--- config.mk ---
export PLATFORM = sky130hd
export DESIGN_NAME = prio_irq_ctrl
export DESIGN_NICKNAME = d
export VERILOG_FILES = /design/src/rtl/irqc_pkg.sv /design/src/rtl/irqc_pin_cond.sv /design/src/rtl/irqc_level_fold.sv /design/src/rtl/irqc_prio_enc.sv /design/src/rtl/prio_irq_ctrl.sv
export SDC_FILE = /design/constraint.sdc
export NUM_CORES = 1
export LEC_CHECK = 0
export CAP_MARGIN = 25
export CORE_UTILIZATION = 25
export DETAILED_ROUTE_END_ITERATION = 10
export GPL_ROUTABILITY_DRIVEN = 0
export GPL_TIMING_DRIVEN = 0
export PLACE_DENSITY = 0.51
export SYNTH_ARGS = -nofsm -noshare
export SYNTH_HDL_FRONTEND = slang
export SYNTH_SLANG_ARGS = --single-unit
export TNS_END_PERCENT = 1
--- constraint.sdc ---
create_clock -name clk -period 2.8 [get_ports clk]
set_clock_uncertainty 0.2 [all_clocks]
set_input_delay 0.56 -clock clk [delete_from_list [all_inputs] [get_ports clk]]
set_output_delay 0.56 -clock clk [all_outputs]
set_load 0.1 [all_outputs]
--- src/rtl/irqc_pkg.sv ---
package irqc_pkg;
  localparam int WORD_W = 32;
  localparam int VEC_W  = 8;
  typedef enum logic [2:0] {
    A_PEND   = 3'd0,
    A_MASK   = 3'd1,
    A_VEC    = 3'd2,
    A_MODE   = 3'd3,
    A_PERIPH = 3'd4
  } reg_addr_e;
endpackage

--- src/rtl/irqc_pin_cond.sv ---
module irqc_pin_cond #(
  parameter int NPIN = 8
) (
  input  logic            clk,
  input  logic            rst,
  input  logic [NPIN-1:0] pin_n,
  input  logic [NPIN-1:0] edge_mode,
  input  logic [NPIN-1:0] clr,
  output logic [NPIN-1:0] pend
);
  logic [NPIN-1:0] samp, samp_d;

  always_ff @(posedge clk) begin
    if (rst) begin
      samp   <= '1;
      samp_d <= '1;
    end else begin
      samp   <= pin_n;
      samp_d <= samp;
    end
  end

  for (genvar k = 0; k < NPIN; k++) begin : g_pin
    always_ff @(posedge clk) begin
      if (rst) pend[k] <= 1'b0;
      else if (edge_mode[k]) begin
        if (samp_d[k] && !samp[k]) pend[k] <= 1'b1;
        else if (clr[k])          pend[k] <= 1'b0;
      end else pend[k] <= ~samp[k];
    end

    // a latched edge survives until cleared or the mode changes
    assert_edge_hold_R7: assert property (@(posedge clk) disable iff (rst)
      (edge_mode[k] && pend[k] && !clr[k]) |=> (pend[k] || !edge_mode[k]));
    // a low sampled pin in level mode is pending on the next edge
    assert_level_follow_R8: assert property (@(posedge clk) disable iff (rst)
      (!edge_mode[k] && !samp[k]) |=> (pend[k] || edge_mode[k]));
  end
endmodule

--- src/rtl/irqc_level_fold.sv ---
module irqc_level_fold #(
  parameter int NLVL = 8,
  parameter int NPER = 32
) (
  input  logic            clk,
  input  logic            rst,
  input  logic [NLVL-1:0] int_lvl,
  input  logic [NPER-1:0] periph,
  output logic [NLVL-1:0] lvl_pend,
  output logic [NPER-1:0] periph_q
);
  localparam int TOP = NLVL - 1;
  logic [NLVL-1:0] int_q;
  logic [NLVL-1:0] folded;

  always_ff @(posedge clk) begin
    if (rst) begin
      int_q    <= '0;
      periph_q <= '0;
    end else begin
      int_q    <= int_lvl;
      periph_q <= periph;
    end
  end

  for (genvar k = 0; k < TOP; k++) begin : g_direct
    assign folded[k] = periph_q[k];
  end
  assign folded[TOP] = |periph_q[NPER-1:TOP];

  always_ff @(posedge clk) begin
    if (rst) lvl_pend <= '0;
    else     lvl_pend <= int_q | folded;
  end

  // any shared peripheral line lands on the lowest level
  assert_fold_top_R9: assert property (@(posedge clk) disable iff (rst)
    (|periph_q[NPER-1:TOP]) |=> lvl_pend[TOP]);
endmodule

--- src/rtl/irqc_prio_enc.sv ---
module irqc_prio_enc #(
  parameter int NSRC  = 16,
  parameter int VEC_W = 8
) (
  input  logic [NSRC-1:0]  elig,
  output logic [VEC_W-1:0] code
);
  always_comb begin
    code = '1;
    for (int s = NSRC - 1; s >= 0; s--) begin
      if (elig[s]) code = VEC_W'(s * 4);
    end
  end
endmodule

--- src/rtl/prio_irq_ctrl.sv ---
module prio_irq_ctrl
  import irqc_pkg::*;
#(
  parameter int NPIN = 8,
  parameter int NPER = 32
) (
  input  logic              clk,
  input  logic              rst,
  input  logic [NPIN-1:0]   ext_irq_n,
  input  logic [NPIN-1:0]   int_lvl,
  input  logic [NPER-1:0]   periph_lvl,
  input  logic              wr_en,
  input  logic [2:0]        addr,
  input  logic [WORD_W-1:0] wr_data,
  output logic [WORD_W-1:0] rd_data,
  output logic              irq_req,
  output logic              nmi_req,
  output logic [VEC_W-1:0]  vector
);
  localparam int NSRC = 2 * NPIN;

  logic [NPIN-1:0]   pin_mode, pin_clr, pin_pend, lvl_pend;
  logic [NPER-1:0]   periph_q;
  logic [NSRC-1:0]   src_pend, src_mask, elig;
  logic [WORD_W-1:0] pend_word, mask_word;
  logic [VEC_W-1:0]  code;

  for (genvar k = 0; k < NPIN; k++) begin : g_map
    assign src_pend[2*k]   = pin_pend[k];
    assign src_pend[2*k+1] = lvl_pend[k];
    assign pin_clr[k] = wr_en && (addr == A_PEND) && wr_data[WORD_W-1-2*k];
  end

  for (genvar s = 0; s < WORD_W; s++) begin : g_word
    if (s < NSRC) begin : g_used
      assign pend_word[WORD_W-1-s] = src_pend[s];
      assign mask_word[WORD_W-1-s] = src_mask[s];
    end else begin : g_rsvd
      assign pend_word[WORD_W-1-s] = 1'b0;
      assign mask_word[WORD_W-1-s] = 1'b0;
    end
  end

  irqc_pin_cond #(.NPIN(NPIN)) u_pins (
    .clk(clk), .rst(rst), .pin_n(ext_irq_n), .edge_mode(pin_mode),
    .clr(pin_clr), .pend(pin_pend)
  );

  irqc_level_fold #(.NLVL(NPIN), .NPER(NPER)) u_fold (
    .clk(clk), .rst(rst), .int_lvl(int_lvl), .periph(periph_lvl),
    .lvl_pend(lvl_pend), .periph_q(periph_q)
  );

  assign elig = src_pend & {src_mask[NSRC-1:1], 1'b1};

  irqc_prio_enc #(.NSRC(NSRC), .VEC_W(VEC_W)) u_enc (
    .elig(elig), .code(code)
  );

  always_ff @(posedge clk) begin
    if (rst) begin
      src_mask <= '0;
      pin_mode <= '0;
    end else if (wr_en) begin
      if (addr == A_MASK)
        for (int s = 0; s < NSRC; s++) src_mask[s] <= wr_data[WORD_W-1-s];
      if (addr == A_MODE) pin_mode <= wr_data[NPIN-1:0];
    end
  end

  always_ff @(posedge clk) begin
    if (rst) begin
      irq_req <= 1'b0;
      nmi_req <= 1'b0;
      vector  <= '1;
    end else begin
      irq_req <= |elig[NSRC-1:1];
      nmi_req <= src_pend[0];
      vector  <= code;
    end
  end

  always_ff @(posedge clk) begin
    if (rst) rd_data <= '0;
    else begin
      case (addr)
        A_PEND:   rd_data <= pend_word;
        A_MASK:   rd_data <= mask_word;
        A_VEC:    rd_data <= WORD_W'(vector);
        A_MODE:   rd_data <= WORD_W'(pin_mode);
        A_PERIPH: rd_data <= WORD_W'(periph_q);
        default:  rd_data <= '0;
      endcase
    end
  end

  // with no request line active the vector is the idle code
  assert_idle_vec_R2: assert property (@(posedge clk) disable iff (rst)
    (!irq_req && !nmi_req) |-> (vector == 8'hFF));
  // a valid vector is a multiple of four within the source range
  assert_vec_align_R1: assert property (@(posedge clk) disable iff (rst)
    (vector == 8'hFF) || ((vector[1:0] == 2'b00) && (vector <= 8'(4*(NSRC-1)))));
  // the non-maskable pin always wins the vector
  assert_nmi_top_R5: assert property (@(posedge clk) disable iff (rst)
    nmi_req |-> (vector == 8'h00));
  // reserved pending bits read back as zero
  assert_reserved_zero_R3: assert property (@(posedge clk) disable iff (rst)
    ($past(addr) == A_PEND) |-> (rd_data[WORD_W-1-NSRC:0] == '0));
endmodule

==> metrics.yaml <==
critPathBufInv: 1
clock-sinks: 135
required_ns: 2.04
power.switching_mw: 1.19
die-area_um2: 19500
drc: 0
combPwrFrac_pct: 9.9
synth_nets: 582
p_clk_share_pct: 45.6
ant_nets: 0
synth_top_family_by_area: "simple AND/OR/NAND/NOR gates"
rows: 50
initial_core_util_pct: 25.4
core_area_um2: 18600
numCtsBuffers: 17
critical-path-top-delay-family: "buffers and inverters"
dpl.hpwl_mm: 11.1
synth_compound_area_share_pct: 11.6
ir_drop_mv: 0.450
highest_layer: "met4"
wirelength_mm: 14.2
die_h_um: 140
power_frac_seq_pct: 44.6
rsz0062_at_grt: "false"
p_int_mw: 3.40
grt_pass1_vias: 3989
ys_types: 44
max_freq_ghz: 0.369
wl_met3_um: 893
slowest_stage: "clkdlybuf4s50_1"
port_buffers: 118
synthArstFlopShare_pct: 0
yosysSeqAreaShare_pct: 57.0
ys_seq_elements: 135
synthFlopType: "dfxtp_1"
post_cts_buffers: 0
critPathCaptureType: "output port"
maxSlewViolCount: 0
crit_type: "reg2out"
met1Wirelength_mm: 6.45
fin_crit_sh_pct: 96.8
fp.dieW_um: 140
synthAdderAreaFrac_pct: 0
crit_path_cell_trace: "clkdlybuf4s50_1"
antenna_cells: 0
cts_hold_buf: 0
grt_max_degree: 17
total_power_mw: 4.59
root_buffer: "clkbuf_16"
dr.pass1.iters: 4
first_iter_violations: 197
syn_area_um2: 4740
gr-total-overflow: 0
period_minus_slack_ns: 2.71
viasPerCell: 4.39
finalNetCount: 719
worst_ep_arrival_time_ns: 1.95
synth.area.mux_share_pct: 4.22
synth_edf_count: 0
slew_headroom_pct: 29.9
maxCapViolCount: 0
io_pins: 128
powerDensity_nw_per_um2: 677
clock_path_buffers: 2
status: "finished, final reports clean"
clkTransAtPathRegs_ns: 0.06
vias: 3859
hp-class: "reg2reg"
antenna_found_initial: 0
fin_ws_ns: 0.0897
preCtsSetupSlack_ns: -0.126
synth_area_per_cell_um2: 9.57
grt_pass1_wl_mm: 22.1
cts_resized: 4
finalHoldViolCount: 0
drive_gt1_share_pct: 11.3
switching_share_pct: 26.0
yosys_warnings: 0
worst_slew_pin_slew_ns: 1.05
area_growth_pct: 42.9
cts_tree: "done"
fill_cells: 1899
syn_inst: 496
setup_violations: 0
avgRoutedWirePerCell_um: 16.2
htree_levels: 4
slowest_delay_ns: 1.15
p_leak_nw: 2.53
wl_met2_mm: 6.65
worst_setup_path_start_kind: "flop"
worstSkewPairLatency_ns: 0.42
grt_use_total_pct: 15.3
synth_xor_area_share_pct: 0
synthSimpleGateAreaFrac_pct: 23.7
crit_fanout: 2
==> logic make-up after synthesis <==
| group | count (synthesis) |
|---|---|
| flops | 135 |
| buf+inv | 29 |
| mux | 20 |
| simple gates | 221 |
| compound gates | 91 |
==> metrics by stage <==
step / utilization, % / instances / area (µm²) / setup TNS, ns / hold WS, ns
floorplan: - / 496 / 4740 / 0 / 0.202
global placement: 33.4 / 848 / 6220 / -0.710 / 0.220
detailed placement: 33.4 / 848 / 6220 / -0.958 / 0.217
CTS: 36.4 / 880 / 6780 / 0 / 0.231
global route: 36.4 / 880 / 6780 / 0 / 0.246
finish: 36.4 / 880 / 6780 / 0 / 0.229
==> cells in the mapped netlist, types with 3 or more instances <==
cell type	instances	share of area [%]
o21ai_1	3	0.32
buf_6	4	0.95
mux2i_1	20	4.2
and2_1	9	1.2
a21oi_1	52	5.5
a22oi_1	6	0.95
nor2_1	54	4.3
o21ai_0	8	0.84
or2_2	16	2.1
clkbuf_1	9	0.71
nor4_1	6	0.79
buf_1	3	0.24
nand3_1	4	0.42
buf_4	6	0.95
nor2b_1	50	6.6
nand2_1	67	5.3
dfxtp_1	135	57
a222oi_1	3	0.63
o21bai_1	3	0.47
a211o_1	6	1.1
buf_2	5	0.53
==> worst paths after layout <==
kind | from | endpoint | slack, ns | cells after the start
max reg2reg | u_fold.periph_q[29] | u_fold.lvl_pend[7] | 0.68 | 4
min reg2reg | u_pins.samp[3] | u_pins.samp_d[3] | 0.23 | 1
min | u_pins.samp[3] | u_pins.samp_d[3] | 0.23 | 1
max | vector[5] | vector[5] | 0.09 | 1
==> cells in the final DEF, fill, tap and decap left out, types with 3 or more instances in the layout <==
| cell | instances |
|---|---|
| o21ai_0 | 8 |
| dfxtp_1 | 135 |
| clkbuf_16 | 17 |
| nand3_1 | 4 |
| nor2_1 | 54 |
| nand2_1 | 67 |
| a22oi_1 | 6 |
| nor4_1 | 6 |
| a211o_1 | 6 |
| clkinv_4 | 6 |
| buf_2 | 5 |
| clkdlybuf4s50_1 | 114 |
| inv_6 | 3 |
| nor2b_1 | 50 |
| o21bai_1 | 3 |
| buf_4 | 8 |
| mux2i_1 | 20 |
| buf_1 | 3 |
| o21ai_1 | 3 |
| a21oi_1 | 52 |
| buf_6 | 4 |
| or2_2 | 16 |
| a222oi_1 | 3 |
| clkbuf_1 | 9 |
| and2_1 | 9 |
==> routing by layer <==
layer	track usage (%)	vias up
li1	-	1929
met1	19.0	1789
met2	24.7	125
met3	5.09	16
met4	5.32	0
met5	0	-
==> flip-flops by register name, summed over array words and instances (netlist names) <==
name and count:
rd_data 32, u_fold.periph_q 32, src_mask 16, pin_mode 8, u_fold.int_q 8, u_fold.lvl_pend 8, u_pins.pend 8, u_pins.samp 8
u_pins.samp_d 8, vector 5, irq_req 1, nmi_req 1
==> final cells by class <==
class,instances,area [µm²],share of cell area (%)
Clock inverter,13,114,1.68
Timing Repair Buffer,118,1170,17.3
Multi-Input combinational cell,332,1870,27.7
Sequential cell,135,2700,39.9
Buffer,27,160,2.36
Inverter,2,7.51,0.111
Tap cell,234,293,4.32
Clock buffer,19,453,6.68
==> power by group through the flow <==
stage / Sequential (mW) / Clock [mW] / Combinational [mW]
floorplan: 2.15 / 0 / 0.175
global placement: 2.09 / 0 / 0.453
detailed placement: 2.09 / 0 / 0.456
CTS: 2.05 / 2.13 / 0.457
global route: 2.05 / 2.22 / 0.484
finish: 2.05 / 2.09 / 0.453
Power figures use the tool's default switching activity.
